## config.mk

```make
export PLATFORM = sky130hd
export DESIGN_NAME = site_status_ticker
export DESIGN_NICKNAME = d
export VERILOG_FILES = /design/src/rtl/site_status_ticker.sv
export SDC_FILE = /design/constraint.sdc
export NUM_CORES = 1
export LEC_CHECK = 0
export BUFFER_PORTS_ARGS = -buffer_cell sky130_fd_sc_hd__buf_2
export CORE_AREA = 2 2 86 88
export CTS_CLUSTER_DIAMETER = 150
export DETAILED_ROUTE_END_ITERATION = 12
export DIE_AREA = 0 0 88 90
export HOLD_SLACK_MARGIN = 0.02
export PLACE_DENSITY = 0.65
export SYNTH_ARGS = -nofsm -noshare
export SYNTH_HDL_FRONTEND = slang
export SYNTH_SLANG_ARGS = --single-unit
```

## constraint.sdc

```tcl
create_clock -name clk -period 2.7 [get_ports clk]
set_input_delay 0.135 -clock clk [delete_from_list [all_inputs] [get_ports clk]]
set_output_delay 0.135 -clock clk [all_outputs]
set_load 0.02 [all_outputs]
```

## src/rtl/site_status_ticker.sv

```systemverilog
module site_status_ticker #(
  parameter int DIV_STAGES = 5,
  parameter int SLOW_DIV   = 100,
  parameter int HUMAN_DIV  = 25_000_000,
  parameter int FAST_SEL   = 0,
  parameter int OBS_W      = 8
) (
  input  logic                    clk,
  input  logic                    rst_n,
  input  logic                    fast_mode,
  input  logic [2:0]              site_sel,
  input  logic [3:0]              site_pass,
  input  logic [3:0]              site_fail,
  input  logic [3:0]              site_done,
  input  logic [4*OBS_W-1:0]      site_obs,
  output logic [DIV_STAGES+1:0]   tick_ladder,
  output logic                    rate_tick,
  output logic [OBS_W-1:0]        led,
  output logic [7:0]              disp0,
  output logic [7:0]              disp1,
  output logic [7:0]              disp2,
  output logic [7:0]              disp3
);
  localparam int SW = $clog2(SLOW_DIV);
  localparam int HW = $clog2(HUMAN_DIV);
  localparam logic [7:0] CH_BLANK = 8'h20;

  logic [DIV_STAGES-1:0] bin_cnt;
  logic [SW-1:0]         slow_cnt;
  logic [HW-1:0]         hum_cnt;

  always_ff @(posedge clk) begin
    if (!rst_n) begin
      bin_cnt  <= '0;
      slow_cnt <= '0;
      hum_cnt  <= '0;
    end else begin
      bin_cnt  <= bin_cnt + 1'b1;
      slow_cnt <= (slow_cnt == SW'(SLOW_DIV - 1)) ? '0 : slow_cnt + 1'b1;
      hum_cnt  <= (hum_cnt == HW'(HUMAN_DIV - 1)) ? '0 : hum_cnt + 1'b1;
    end
  end

  for (genvar k = 0; k < DIV_STAGES; k++) begin : g_bin_tick
    assign tick_ladder[k] = &bin_cnt[k:0];
  end
  assign tick_ladder[DIV_STAGES]   = (slow_cnt == SW'(SLOW_DIV - 1));
  assign tick_ladder[DIV_STAGES+1] = (hum_cnt == HW'(HUMAN_DIV - 1));

  assign rate_tick = fast_mode ? tick_ladder[FAST_SEL] : tick_ladder[DIV_STAGES+1];

  logic             sel_ok;
  logic [1:0]       idx;
  logic [OBS_W-1:0] obs_pick;
  logic [7:0]       status_ch;

  assign sel_ok    = (site_sel >= 3'd1) && (site_sel <= 3'd4);
  assign idx       = 2'(site_sel - 3'd1);
  assign obs_pick  = site_obs[idx*OBS_W +: OBS_W];
  assign status_ch = site_fail[idx]                    ? 8'h46 :
                     (site_done[idx] && site_pass[idx]) ? 8'h50 : 8'h2D;

  always_ff @(posedge clk) begin
    if (!rst_n || !sel_ok) begin
      led   <= '0;
      disp0 <= CH_BLANK;
      disp1 <= CH_BLANK;
      disp2 <= CH_BLANK;
      disp3 <= CH_BLANK;
    end else begin
      disp0 <= 8'h49;
      disp1 <= 8'h43;
      disp2 <= 8'h30 + {5'd0, site_sel};
      disp3 <= status_ch;
      if (rate_tick) led <= obs_pick;
    end
  end

  for (genvar t = 0; t < DIV_STAGES + 2; t++) begin : g_tick_chk
    assert_tick_narrow_R4: assert property (@(posedge clk) disable iff (!rst_n)
      tick_ladder[t] |=> !tick_ladder[t]);
  end
  for (genvar t = 1; t < DIV_STAGES; t++) begin : g_phase_chk
    assert_ladder_phase_R4: assert property (@(posedge clk) disable iff (!rst_n)
      tick_ladder[t] |-> tick_ladder[t-1]);
  end

  assert_led_hold_R6: assert property (@(posedge clk) disable iff (!rst_n)
    (sel_ok && !rate_tick) |=> $stable(led));

  assert_prefix_R8: assert property (@(posedge clk) disable iff (!rst_n)
    sel_ok |=> (disp0 == 8'h49 && disp1 == 8'h43));

  assert_fail_wins_R9: assert property (@(posedge clk) disable iff (!rst_n)
    (sel_ok && site_fail[idx]) |=> disp3 == 8'h46);

  assert_blank_R10: assert property (@(posedge clk) disable iff (!rst_n)
    !sel_ok |=> (led == '0 && disp0 == 8'h20 && disp1 == 8'h20 &&
                 disp2 == 8'h20 && disp3 == 8'h20));
endmodule

```

Yosys cells after proc, flatten, opt, wreduce, memory -nomap -nowiden. Cells that the tools add are included.

Input bits: 50. Logic and storage cells: 44. Register bits: 77. Output and inout bits: 48.

$add $sub $neg: 5. Shift operators: 1. Reduce and logical (&&, ||, !) cells: 12. Bitwise operators: 1. Equality and inequality tests: 2. $lt $le $gt $ge: 3. Muxes and demuxes: 11.

Operators with widths (count): $shiftx 32x6->8 (1); $mux 7 (4); $add 25x1->25 const B (1); $eq 25x25->1 const B (1); $add 6x3->7 const A (1); $add 7x1->7 const B (1); $eq 7x7->1 const B (1); $bmux 1 s2 (3); $reduce_or 2->1 (3); $add 5x1->5 const B (1); $reduce_and 5->1 (1); $mux 1 (4); $reduce_and 4->1 (1); $ge 3x1->1 const B (1); $le 3x3->1 const B (1); $lt 2x3->1 const B (1); $reduce_and 3->1 (1); $logic_and 1x1->1 (2); $logic_not 1->1 (2); $reduce_and 2->1 (1); $sub 2x1->2 const B (1); $logic_or 1x1->1 (1); $not 1->1 (1).

Longest topological paths before layout.
Word-level depth: 6. Depth in mapped cells: 8. Gate-level depth less buffers: 6.

Worst setup path before layout. No wires, ideal clock.

Path type: reg-to-reg. Start point: register hum_cnt[0]. End point: register hum_cnt[24]. Arrival: 1.928 ns. Path slack: 0.706 ns. Cell stages (with the launch flop): 7. Required time: 2.634 ns. Buffers on the path: 1. Clock period less this slack: 1.994 ns. Library setup time: 0.066 ns. Path through: dfxtp_1 -> ha_1 -> nand3_2 -> or4_1 -> buf_2 -> or4_4 -> a21oi_2.

Word-level cells in the longest chain between the ends: 2. Elaborated cells between the ends (all ways): 3. Classes of those cells: add/sub: 1; eq/ne: 1; reduce/logical: 1.

RTL lines: start: declaration (RTL line 30) `logic [HW-1:0] hum_cnt;`; start signal: assignment (RTL line 40) `hum_cnt <= (hum_cnt == HW'(HUMAN_DIV - 1)) ? '0 : hum_cnt + 1'b1;`; branches (longest 2 deep; another with $add 25x1->25).

Parallel ways; which one is timed is not known. A chain may end at the register's enable or synchronous reset.

Worst setup path in the final report.
Start point: register hum_cnt[0]. End point: output port rate_tick.

Word-level cells in the longest chain between the ends: 2.

RTL lines: $eq 25x25->1 (RTL line 48) `assign tick_ladder[DIV_STAGES+1] = (hum_cnt == HW'(HUMAN_DIV - 1));`; $mux 1 (RTL line 50) `assign rate_tick = fast_mode ? tick_ladder[FAST_SEL] : tick_ladder[DIV_STAGES+1];`; end: declaration (RTL line 17) `output logic rate_tick,`.

Every way passes these cells.

==> impl_metrics.csv <==
group,metric,value,unit
status,status,"complete, no violations",
pwr,p_comb_frac,0.108,
floorplanning,die_area,0.00792,mm2
layout,diodes,0,
worst_setup_path,crit_arrival,2270,ps
global_routing,grt_max_degree,22,
layout,drive_gt1_frac,0.314,
clocking,clk_latency,330,ps
clocking,ctsLongestPathBuffers,2,
pwr,switching_share,0.234,
pwr,cellPowerDensity,596,mW/mm2
pwr,power.internal,1.53,mW
placement,port_buffers,84,
global_routing,first_global_vias,2100,
floorplanning,start_util,0.389,
clocking,post_cts_buffers,0,
global_routing,grt_overflow,0,
sta,rsz0062_at_grt,"no",
drt,drt_iter0_markers,73,
worst_setup_path,cp_num_buf_inv,2,
worst_setup_path,r2r_cells,6,
clocking,cts_sinks,57,
drt,drc_errors,0,
logic_synthesis,synth-edff-count,0,
placement,dpl_worst_slack,560,ps
worst_setup_path,critPathLaunch,"hum_cnt[0]$_SDFF_PP0_",
sta,hold_violations,0,
worst_setup_path,crit_type,"reg -> out",
job,cap_violations,0,
pwr,clockPowerShare,0.449,
clocking,cts_tree,"built",
sta,fin_crit_sh,0.892,
pwr,p_leak,1.48,nW
drt,firstDrtPassIters,4,
worst_setup_path,start_kind,"register",
global_routing,grt_first_pass_wirelength,9390,um
worst_setup_path,crit_required,2570,ps
worst_setup_path,cp_slowest_cell,"or4_1",
logic_synthesis,syn_area,0.00273,mm2
logic_synthesis,ys_top_cells_by_area,"dfxtp_1 42%, mux4_2 7.4%, buf_4 5.8%",
clocking,post_cts_resized,0,
drt,drt-total-wl,5410,um
logic_synthesis,synth_top_area_frac,0.418,
pwr,ir_drop,397,uV
global_routing,antenna_found_initial,0,
floorplanning,die_h,90,um
worst_setup_path,reg2reg_from,"hum_cnt[0]$_SDFF_PP0_",
placement,post-dp-hpwl,4130,um
floorplanning,core,0.00702,mm2
sta,layout_setup_ws,293,ps
clocking,clock-root-buffer,"clkbuf_8",
logic_synthesis,synth.distinct_cells,38,
logic_synthesis,netlist_instances,293,
drt,vias,2222,
pwr,switchingPower,468,uW
logic_synthesis,yosysTopAreaCell,"dfxtp_1",
worst_setup_path,slowest_delay,550,ps
clocking,htree_num_levels,3,
layout,multi_input_area,0.00138,mm2
worst_setup_path,path_delay_family,"simple AND/OR/NAND/NOR gates",
sta,fmax,0.415,GHz
drt,post_drt_wl_per_cell,11.5,um
clocking,numCtsBuffers,9,
logic_synthesis,avgSynthCellArea,9.32,um2
logic_synthesis,yosysSeqAreaShare,0.418,
sta,setup_violations,0,
layout,seq_area,0.00114,mm2
logic_synthesis,async_flop_share,0,
worst_setup_path,worst-path-stages,6,
sta,finalSetupTns,0,ps
worst_setup_path,endpoint_kind,"output pin",
logic_synthesis,synthFlopType,"dfxtp_1",
worst_setup_path,crit_path_max_fanout,9,
sta,maxSlewViolCount,0,
sta,hold_slack,64.5,ps
floorplanning,num_rows,31,
sta,worst_pin_slew,632,ps
logic_synthesis,ys.warnings.count,0,
layout,syn_to_final_growth,22.6,%
clocking,hold_buffers,0,
global_routing,track_usage,0.150,
placement,routabilityCongestion,0.821,
layout,nFillCells,677,
worst_hold_path,holdPathStages,2,
sta,min_period,2410,ps
floorplanning,die_x,88,um
sta,clock_skew,5.31,ps
logic_synthesis,synth-seq-cells,57,
floorplanning,io_pins,98,
sta,max_slew_margin,0.579,
worst_hold_path,hp-start,"site_sel[2]",
drt,routed_via_density,4.71,
drt,drtAntennaViolNets,0,
worst_setup_path,worstPathCellList,"ha_1, nand3_2, or4_1, o21a_1, inv_1, buf_2",
worst_hold_path,hold_class,"in -> reg",
pwr,power_frac_seq,0.443,
clocking,cts.clk_slew.worst_paths,60,ps
layout,layout.nets,425,
-- worst reg2reg max path, delay by kind of cell, from the launching register on --
| kind | cells | cell delay (ps) |
|---|---|---|
| AOI/OAI and AO/OA | 2 | 480 |
| adders and majority gates | 1 | 230 |
| buffers and inverters | 1 | 250 |
| DFF | 1 | 380 |
| and+or+nand+nor | 2 | 670 |
-- kinds of logic after synthesis --
logic type,count (synthesis),synth area share
AO/OA/AOI/OAI,29,0.0641
flip-flops,57,0.418
adder cells (fa/ha/maj),7,0.0321
AND/OR/NAND/NOR,120,0.231
other,2,0.00275
buffers and inverters,43,0.0912
multiplexers,17,0.104
XOR/XNOR,18,0.0577
-- flip-flops by register name, indices dropped and copies added, names as in the netlist --
| name | cells |
|---|---|
| bin_cnt | 5 |
| disp0 | 2 |
| disp2 | 4 |
| disp3 | 6 |
| hum_cnt | 25 |
| led | 8 |
| slow_cnt | 7 |
-- power groups by stage --
stage / Clock, mW / Combinational [mW] / Sequential (mW)
after floorplan: 0 / 0.148 / 0.921
after global placement: 0 / 0.215 / 0.902
after detailed placement: 0 / 0.219 / 0.903
after CTS: 0.920 / 0.220 / 0.884
after global routing: 0.965 / 0.241 / 0.888
final: 0.896 / 0.216 / 0.884
-- synth_stat cells (4+ instances only) --
cell	number
or4_1	9
and3_1	12
buf_2	6
xnor2_1	10
ha_1	7
or3_1	7
and2_1	4
buf_4	21
xor2_1	8
nand4_1	7
nand2_1	26
nand3_1	15
o31ai_1	5
mux2i_1	8
nor2_1	25
a21oi_1	11
mux4_2	9
o21ai_0	7
inv_1	10
clkbuf_1	5
dfxtp_1	57
-- final timing paths --
check,endpoint,slack [ps]
setup / recovery,rate_tick,290
setup reg to reg,hum_cnt[22]$_SDFF_PP0_,580
hold / removal,disp2[2]$_SDFF_PP0_,60
hold reg to reg,slow_cnt[0]$_SDFF_PP0_,440
-- metrics by stage --
| step | power [mW] | utilization | cell area (um2) | cells |
|---|---|---|---|---|
| floorplan | 1.07 | - | 2770 | 304 |
| global placement | 1.12 | 0.444 | 3120 | 456 |
| detailed placement | 1.12 | 0.444 | 3120 | 456 |
| CTS | 2.02 | 0.477 | 3350 | 472 |
| global route | 2.09 | 0.477 | 3350 | 472 |
| finish | 2.00 | 0.477 | 3350 | 472 |
-- metal layers --
layer	track usage	part of all wire	up-vias	wire length, um
met5	0	0	-	0
met4	0.0500	0.016	0	87
met3	0.0615	0.057	7	311
met2	0.232	0.47	61	2570
met1	0.189	0.45	1010	2440
li1	-	-	1144	-
-- placed cells by master (no fill, tap or decap), drive strengths merged, types with 8 or more instances in the layout --
cell	Yosys	layout
nor2	25	25
a21oi	12	12
and3	12	12
nand3	16	16
clkbuf	6	11
xnor2	10	10
dfxtp	57	57
nand2	26	26
inv	10	10
mux2i	8	8
conb	2	13
xor2	8	8
mux4	9	9
buf	27	86
o21ai	8	8
or4	10	10
-- area by class of cell --
cell class,count,area share
Clock buffer,11,0.0452
Tap cell,99,0.0370
Timing Repair Buffer,86,0.130
Multi-Input combinational cell,204,0.413
Inverter,10,0.0112
Sequential cell,57,0.341
Clock inverter,5,0.0232
No activity file was read; power rests on OpenSTA's default activity.
